===== src/rtl/intr_redirect_pkg.sv =====
package intr_redirect_pkg;
  localparam int VEC_W  = 8;
  localparam int DEST_W = 8;
  localparam int MODE_W = 3;
  localparam logic [MODE_W-1:0] DM_EXTPASS = 3'b111;

  typedef struct packed {
    logic [DEST_W-1:0] dest;
    logic              mask;
    logic              trig;
    logic              dmode;
    logic [MODE_W-1:0] mode;
    logic [VEC_W-1:0]  vec;
  } rte_t;

  typedef struct packed {
    logic [DEST_W-1:0] dest;
    logic              dmode;
    logic [MODE_W-1:0] mode;
    logic [VEC_W-1:0]  vec;
    logic              trig;
  } msg_t;

  localparam rte_t RTE_RESET = '{dest: '0, mask: 1'b1, trig: 1'b0,
                                 dmode: 1'b0, mode: '0, vec: '0};
endpackage


===== src/rtl/intr_rte_table.sv =====
module intr_rte_table
  import intr_redirect_pkg::*;
#(
  parameter int NUM_PINS = 24,
  parameter int IDX_W    = $clog2(NUM_PINS)
) (
  input  logic                clk,
  input  logic                rst_n,
  input  logic                wr_en,
  input  logic [IDX_W-1:0]    wr_idx,
  input  logic                wr_hi,
  input  logic [31:0]         wr_data,
  input  logic                rack_set,
  input  logic [IDX_W-1:0]    rack_idx,
  input  logic                eoi_valid,
  input  logic [VEC_W-1:0]    eoi_vector,
  input  logic [IDX_W-1:0]    rd_idx,
  input  logic                rd_hi,
  output logic [31:0]         rd_data,
  output rte_t                ent_o [NUM_PINS],
  output logic [NUM_PINS-1:0] rack_o
);
  for (genvar i = 0; i < NUM_PINS; i++) begin : g_ent
    logic wr_hit, set_hit, eoi_hit;
    assign wr_hit  = wr_en && (wr_idx == IDX_W'(i));
    assign set_hit = rack_set && (rack_idx == IDX_W'(i));
    assign eoi_hit = eoi_valid && (ent_o[i].vec == eoi_vector);

    always_ff @(posedge clk) begin
      if (!rst_n) begin
        ent_o[i] <= RTE_RESET;
      end else if (wr_hit) begin
        if (wr_hi) begin
          ent_o[i].dest <= wr_data[31:24];
        end else begin
          ent_o[i].vec   <= wr_data[7:0];
          ent_o[i].mode  <= wr_data[10:8];
          ent_o[i].dmode <= wr_data[11];
          ent_o[i].trig  <= wr_data[15];
          ent_o[i].mask  <= wr_data[16];
        end
      end
    end

    always_ff @(posedge clk) begin
      if (!rst_n)       rack_o[i] <= 1'b0;
      else if (set_hit) rack_o[i] <= 1'b1;
      else if (eoi_hit) rack_o[i] <= 1'b0;
    end

    // a matching end-of-interrupt leaves the bit cleared
    assert_eoi_clear_R5: assert property (@(posedge clk) disable iff (!rst_n)
      (eoi_valid && rack_o[i] && ent_o[i].vec == eoi_vector && !set_hit) |=> !rack_o[i]);
    // register writes never raise remote-acknowledge
    assert_rack_ro_R10: assert property (@(posedge clk) disable iff (!rst_n)
      (!rack_o[i] && !set_hit) |=> !rack_o[i]);
  end

  always_comb begin
    rte_t re;
    logic rk;
    re = '0;
    rk = 1'b0;
    if (int'(rd_idx) < NUM_PINS) begin
      re = ent_o[rd_idx];
      rk = rack_o[rd_idx];
    end
    if (rd_hi) rd_data = {re.dest, 24'h0};
    else       rd_data = {15'h0, re.mask, re.trig, rk, 2'b00, re.dmode, re.mode, re.vec};
  end

  // a level delivery marks its entry as awaiting acknowledge
  assert_rack_set_R4: assert property (@(posedge clk) disable iff (!rst_n)
    rack_set |=> rack_o[$past(rack_idx)]);
endmodule


===== src/rtl/intr_pending.sv =====
module intr_pending #(
  parameter int NUM_PINS = 24,
  parameter int IDX_W    = $clog2(NUM_PINS),
  parameter int REQ_W    = 8
) (
  input  logic                clk,
  input  logic                rst_n,
  input  logic                irq_valid,
  input  logic [REQ_W-1:0]    irq_num,
  input  logic                irq_level,
  input  logic [NUM_PINS-1:0] trig,
  input  logic [NUM_PINS-1:0] mask,
  input  logic                dclr_en,
  input  logic [IDX_W-1:0]    dclr_idx,
  output logic [NUM_PINS-1:0] pend_o
);
  logic [REQ_W-1:0] pin_num;
  logic             in_range;

  // request 0 is steered onto pin 2
  assign pin_num  = (irq_num == '0) ? REQ_W'(2) : irq_num;
  assign in_range = int'(pin_num) < NUM_PINS;

  for (genvar i = 0; i < NUM_PINS; i++) begin : g_pend
    logic hit, set_i, lclr_i, dclr_i;
    assign hit    = irq_valid && in_range && (pin_num == REQ_W'(i));
    assign set_i  = hit && irq_level && (trig[i] || !mask[i]);
    assign lclr_i = hit && trig[i] && !irq_level;
    assign dclr_i = dclr_en && (dclr_idx == IDX_W'(i));

    always_ff @(posedge clk) begin
      if (!rst_n)                 pend_o[i] <= 1'b0;
      else if (set_i)             pend_o[i] <= 1'b1;
      else if (lclr_i || dclr_i)  pend_o[i] <= 1'b0;
    end

    // an edge request on a masked pin leaves the pending bit alone
    assert_masked_drop_R3: assert property (@(posedge clk) disable iff (!rst_n)
      (hit && !trig[i] && mask[i] && !dclr_i) |=> pend_o[i] == $past(pend_o[i]));
    // a request in the delivery cycle keeps the pin pending
    assert_edge_rearm_R3: assert property (@(posedge clk) disable iff (!rst_n)
      (dclr_i && hit && irq_level && !mask[i]) |=> pend_o[i]);
  end
endmodule


===== src/rtl/intr_pick.sv =====
module intr_pick #(
  parameter int NUM_PINS = 24,
  parameter int IDX_W    = $clog2(NUM_PINS)
) (
  input  logic [NUM_PINS-1:0] elig,
  output logic                found,
  output logic [IDX_W-1:0]    idx
);
  always_comb begin
    found = 1'b0;
    idx   = '0;
    for (int i = NUM_PINS - 1; i >= 0; i--) begin
      if (elig[i]) begin
        found = 1'b1;
        idx   = IDX_W'(i);
      end
    end
  end
endmodule


===== src/rtl/intr_redirect_engine.sv =====
module intr_redirect_engine
  import intr_redirect_pkg::*;
#(
  parameter int NUM_PINS = 24,
  parameter int REQ_W    = 8,
  localparam int IDX_W   = $clog2(NUM_PINS)
) (
  input  logic              clk,
  input  logic              rst_n,
  input  logic              irq_valid,
  input  logic [REQ_W-1:0]  irq_num,
  input  logic              irq_level,
  input  logic              eoi_valid,
  input  logic [7:0]        eoi_vector,
  input  logic              tbl_wr_en,
  input  logic [IDX_W-1:0]  tbl_wr_idx,
  input  logic              tbl_wr_hi,
  input  logic [31:0]       tbl_wr_data,
  input  logic [IDX_W-1:0]  tbl_rd_idx,
  input  logic              tbl_rd_hi,
  output logic [31:0]       tbl_rd_data,
  input  logic [7:0]        ext_vector,
  output logic              ext_ack,
  output logic              dlv_valid,
  input  logic              dlv_ready,
  output logic [7:0]        dlv_dest,
  output logic              dlv_dest_mode,
  output logic [2:0]        dlv_mode,
  output logic [7:0]        dlv_vector,
  output logic              dlv_trig
);
  rte_t                ent [NUM_PINS];
  logic [NUM_PINS-1:0] rack, pend, trig_v, mask_v, elig, below;
  logic                found, take, load;
  logic [IDX_W-1:0]    pidx;
  rte_t                sel;
  msg_t                msg_q;
  logic                valid_q;

  for (genvar i = 0; i < NUM_PINS; i++) begin : g_flat
    assign trig_v[i] = ent[i].trig;
    assign mask_v[i] = ent[i].mask;
  end

  assign elig = pend & ~mask_v & ~(trig_v & rack);
  assign take = !valid_q || dlv_ready;
  assign load = take && found;
  assign sel  = ent[pidx];
  assign ext_ack = load && (sel.mode == DM_EXTPASS);

  intr_rte_table #(.NUM_PINS(NUM_PINS), .IDX_W(IDX_W)) u_table (
    .clk, .rst_n,
    .wr_en(tbl_wr_en), .wr_idx(tbl_wr_idx), .wr_hi(tbl_wr_hi), .wr_data(tbl_wr_data),
    .rack_set(load && sel.trig), .rack_idx(pidx),
    .eoi_valid, .eoi_vector,
    .rd_idx(tbl_rd_idx), .rd_hi(tbl_rd_hi), .rd_data(tbl_rd_data),
    .ent_o(ent), .rack_o(rack)
  );

  intr_pending #(.NUM_PINS(NUM_PINS), .IDX_W(IDX_W), .REQ_W(REQ_W)) u_pend (
    .clk, .rst_n, .irq_valid, .irq_num, .irq_level,
    .trig(trig_v), .mask(mask_v),
    .dclr_en(load && !sel.trig), .dclr_idx(pidx),
    .pend_o(pend)
  );

  intr_pick #(.NUM_PINS(NUM_PINS), .IDX_W(IDX_W)) u_pick (
    .elig, .found, .idx(pidx)
  );

  always_ff @(posedge clk) begin
    if (!rst_n) begin
      valid_q <= 1'b0;
      msg_q   <= '0;
    end else if (load) begin
      valid_q     <= 1'b1;
      msg_q.dest  <= sel.dest;
      msg_q.dmode <= sel.dmode;
      msg_q.mode  <= sel.mode;
      msg_q.trig  <= sel.trig;
      msg_q.vec   <= (sel.mode == DM_EXTPASS) ? ext_vector : sel.vec;
    end else if (dlv_ready) begin
      valid_q <= 1'b0;
    end
  end

  assign dlv_valid     = valid_q;
  assign dlv_dest      = msg_q.dest;
  assign dlv_dest_mode = msg_q.dmode;
  assign dlv_mode      = msg_q.mode;
  assign dlv_vector    = msg_q.vec;
  assign dlv_trig      = msg_q.trig;

  assign below = elig & ~({NUM_PINS{1'b1}} << pidx);

  // a stalled message is held intact
  assert_hold_R9: assert property (@(posedge clk) disable iff (!rst_n)
    (dlv_valid && !dlv_ready) |=> (dlv_valid && $stable(msg_q)));
  // the selected pin is eligible and no lower pin is
  assert_lowest_R6: assert property (@(posedge clk) disable iff (!rst_n)
    load |-> (elig[pidx] && below == '0));
  // pass-through vector comes from the external controller
  assert_ext_vec_R8: assert property (@(posedge clk) disable iff (!rst_n)
    ext_ack |=> (dlv_valid && dlv_vector == $past(ext_vector)));
  // nothing is offered right after reset
  assert_reset_idle_R1: assert property (@(posedge clk)
    !rst_n |=> !dlv_valid);
endmodule


===== config.mk =====
export PLATFORM = sky130hd
export DESIGN_NAME = intr_redirect_engine
export DESIGN_NICKNAME = d
export VERILOG_FILES = /design/src/rtl/intr_redirect_pkg.sv /design/src/rtl/intr_rte_table.sv /design/src/rtl/intr_pending.sv /design/src/rtl/intr_pick.sv /design/src/rtl/intr_redirect_engine.sv
export SDC_FILE = /design/constraint.sdc
export NUM_CORES = 2
export LEC_CHECK = 0
export ABC_AREA = 1
export BUFFER_PORTS_ARGS = -buffer_cell sky130_fd_sc_hd__buf_2
export CELL_PAD_IN_SITES_DETAIL_PLACEMENT = 0
export CELL_PAD_IN_SITES_GLOBAL_PLACEMENT = 2
export CORE_ASPECT_RATIO = 0.9
export CORE_MARGIN = 5
export CORE_UTILIZATION = 38
export CTS_CLUSTER_DIAMETER = 120
export CTS_CLUSTER_SIZE = 28
export DETAILED_ROUTE_END_ITERATION = 7
export PLACE_DENSITY_LB_ADDON = 0.1
export REMOVE_ABC_BUFFERS = 1
export SLEW_MARGIN = 5
export SYNTH_ARGS = -nofsm -noshare
export SYNTH_HDL_FRONTEND = slang
export SYNTH_SLANG_ARGS = --single-unit

===== constraint.sdc =====
create_clock -name clk -period 7.9 [get_ports clk]
set_clock_uncertainty 0.05 [all_clocks]
set_input_delay 0.395 -clock clk [delete_from_list [all_inputs] [get_ports clk]]
set_output_delay 0.395 -clock clk [all_outputs]
set_load 0.05 [all_outputs]

==> metrics.yaml <==
timing:
  fin_setup_tns_ns: 0
  report.final.hold_viol_count: 0
  max_clock_freq_mhz: 155.6
  maxSlewHeadroom_pct: 12.78
  slew_violations: 0
  setup_viol_count_final: 0
  worst_pin_slew_ns: 1.303
  rsz0062_at_grt: "false"
  fin_crit_ns: 6.428
  fin_crit_sh_pct: 81.37
final_layout:
  area_growth_pct: 5.905
  drive_gt1_share_pct: 5.491
  final_nets: 4980
clock_network:
  insertion_delay_ns: 0.67
  cts_root_buffer: "clkbuf_16"
  numCtsBuffers: 28
  cts_tree: "built"
  ctsLongestPathBuffers: 3
  htreeDepth: 1
  clkTransAtPathRegs_ns: 0.12
  clock_sinks: 598
logic_synthesis:
  synth_cell_types: 49
  yosysMostFrequentCell: "o21ai_0"
  ys_top_cells_by_area: "dfxtp_1, o21ai_0, a21oi_1, nand2_1, nor2_1"
  syn_avg_cell_area_sq_um: 6.548
  syn_area_sq_um: 33430
  synth_commonest_cells: "o21ai_0, a21oi_1, dfxtp_1"
  synth_top_area_share_pct: 35.81
  synthArstFlopShare_pct: 0
  yosys.area.top_type: "dfxtp_1"
  postSynthCellCount: 5106
  synth_ff_type: "dfxtp_1"
  ys.warnings.count: 0
  ys_seq_area_share_pct: 35.81
  synth_edf_count: 0
  synth_seq_cells: 598
die:
  die_height_um: 291.4
  initial_core_util_pct: 38.21
  coreArea_sq_um: 87510
  dieArea_sq_um: 94020
  die_w_um: 322.7
  ioPinCount: 130
  rows: 103
global_routing:
  grt.overflow.total: 0
  globalRouteTotalUtil_pct: 34.61
  antenna_found_initial: 7
  grt_start_max_net_pins: 194
  grt_pass1_wl_um: 242900
  grt_pass1_vias: 33402
worst_setup_path:
  cp.required_ns: 7.46
  cp_max_fo: 15
  crit_start: "u_table.rack_o[0]$_SDFFE_PN0P_"
  endpoint_kind: "primary output"
  ff2ff_setup_slack_ns: 1.90
  cp.arrival_ns: 5.98
  start_kind: "flip-flop"
  worstReg2RegStart: "u_table.ent_o[34]$_SDFFE_PN0P_"
  worstSetupPathType: "reg -> out"
  r2r_end: "dlv_vector[0]$_SDFFE_PN0N_"
  worst-r2r-cell-count: 36
run_status:
  status: "finished clean"
hold_path:
  hold_path_end: "dlv_vector[0]$_SDFFE_PN0N_"
  min_from: "ext_vector[0]"
  hold_path.class: "in -> reg"
  worst_hold_path.num_cells: 5
place:
  dp_hpwl_um: 107400
  place_congestion: 0.9008
  numPortBuffers: 110
routing:
  avgViaCountPerCell: 6.030
  drtIter0Drc: 4207
  drc: 0
  ant_nets: 0
  dr.pass1.iters: 8
  wl_um: 170500
  wl_per_cell_um: 28.05
  vias: 36642
power:
  max-vdd-ir-drop_uv: 172.2
  leakage_nw: 12.52
  total_power_mw: 5.735
  p_per_area_nw_per_um2: 162.0
run:
  maxCapViolations: 0
-- repair_timing --
item | in CTS | in global routing
endpoints found under the hold margin | 1 | 0
resized for setup | 0 | 0
buffers inserted | 0 | 0
hold buffers | 1 | 0
-- logic make-up (layout without fill, tap and decap cells) --
kind of cell    after synthesis  after routing  synth area share, %
compound gates             2017           2017                32.95
xor+xnor                     38             38               0.9955
buf+inv                     967            770                11.33
flops                       598            598                35.81
other cells                   1             14              0.01122
simple gates               1485           1485                18.91
-- registers in the layout, summed over array words and instances (netlist names) --
name,flops
dlv_dest,8
u_table.ent_o,528
dlv_dest_mode,1
u_pend.pend_o,24
dlv_vector,8
dlv_mode,3
dlv_valid,1
dlv_trig,1
u_table.rack_o,24
-- per-layer routing --
layer	vias up	share of wire [%]	GRT usage, %
met4	6	4.8	14.07
li1	17065	-	-
met2	1634	44	54.13
met1	17631	43	47.84
met5	-	0.021	0
met3	306	7.9	5.277
-- how the worst max path moves through the flow --
stage / endpoint / depth (start not counted) / slack, ns
2_1_floorplan: ext_ack / 11 / 2.54
3_3_place_gp: dlv_vector[0]$_SDFFE_PN0N_ / 37 / 2.09
3_5_place_dp: dlv_vector[0]$_SDFFE_PN0N_ / 36 / 2.11
4_1_cts: ext_ack / 37 / 1.50
5_1_grt: ext_ack / 37 / 1.11
6_report: ext_ack / 18 / 1.47
-- area by class of cell --
class / count / area, sq um
fill: 9654 / 52100
multi-input combinational: 3549 / 17760
sequential: 598 / 11970
inverter: 532 / 2009
tap: 1155 / 1445
timing repair buffer: 196 / 1265
clock buffer: 31 / 743.2
clock inverter: 11 / 200.2
antenna: 5 / 12.51
-- worst max-delay path: stages (launching register included) --
cell	delay [ns]
dfxtp_1	0.48
nand2_1	0.08
nand2_1	0.06
nor2_1	0.06
inv_1	0.56
nand2_1	0.24
nor2_1	0.21
nand2_1	0.14
a21oi_1	0.53
nand2_1	0.57
clkinv_1	0.43
buf_4	0.40
nand2_1	0.09
nand3_1	0.10
nor2_1	0.09
nor2_4	0.45
nand3_4	0.34
nor2_1	0.16
buf_2	0.29
-- cell usage in the layout (no fill, tap or decap), drive strengths merged, types with 11 or more instances in the layout --
cell / n
inv: 526
o21ai: 879
clkbuf: 31
o31ai: 24
o311ai: 12
o221ai: 48
xor2: 17
o2111ai: 17
nand4: 57
o22ai: 181
nor2: 518
nand2: 557
a21oi: 742
buf: 195
a31oi: 17
a221oi: 20
nor3: 46
xnor2: 21
nand3: 271
or3: 11
nand3b: 20
o211ai: 40
o41ai: 16
dfxtp: 598
clkinv: 13
-- through the flow --
step / cells / instance area [sq um] / setup WS, ns / utilization [%] / hold slack (ns)
floorplan: 4679 / 31670 / 2.543 / - / 0.3789
global route: 6072 / 35400 / 1.114 / 40.45 / 0.04910
detailed placement: 6029 / 34440 / 2.114 / 39.36 / 0.3977
finish: 6077 / 35410 / 1.472 / 40.46 / 0.02601
CTS: 6072 / 35400 / 1.505 / 40.45 / 0.006541
global placement: 6029 / 34440 / 2.087 / 39.36 / 0.3941
-- report_power, final --
part,switching (mW),internal (mW)
Combinational,0.535,0.156
Sequential,0.0146,3.03
Clock,1.19,0.803
(Power assumes the default switching activity.)
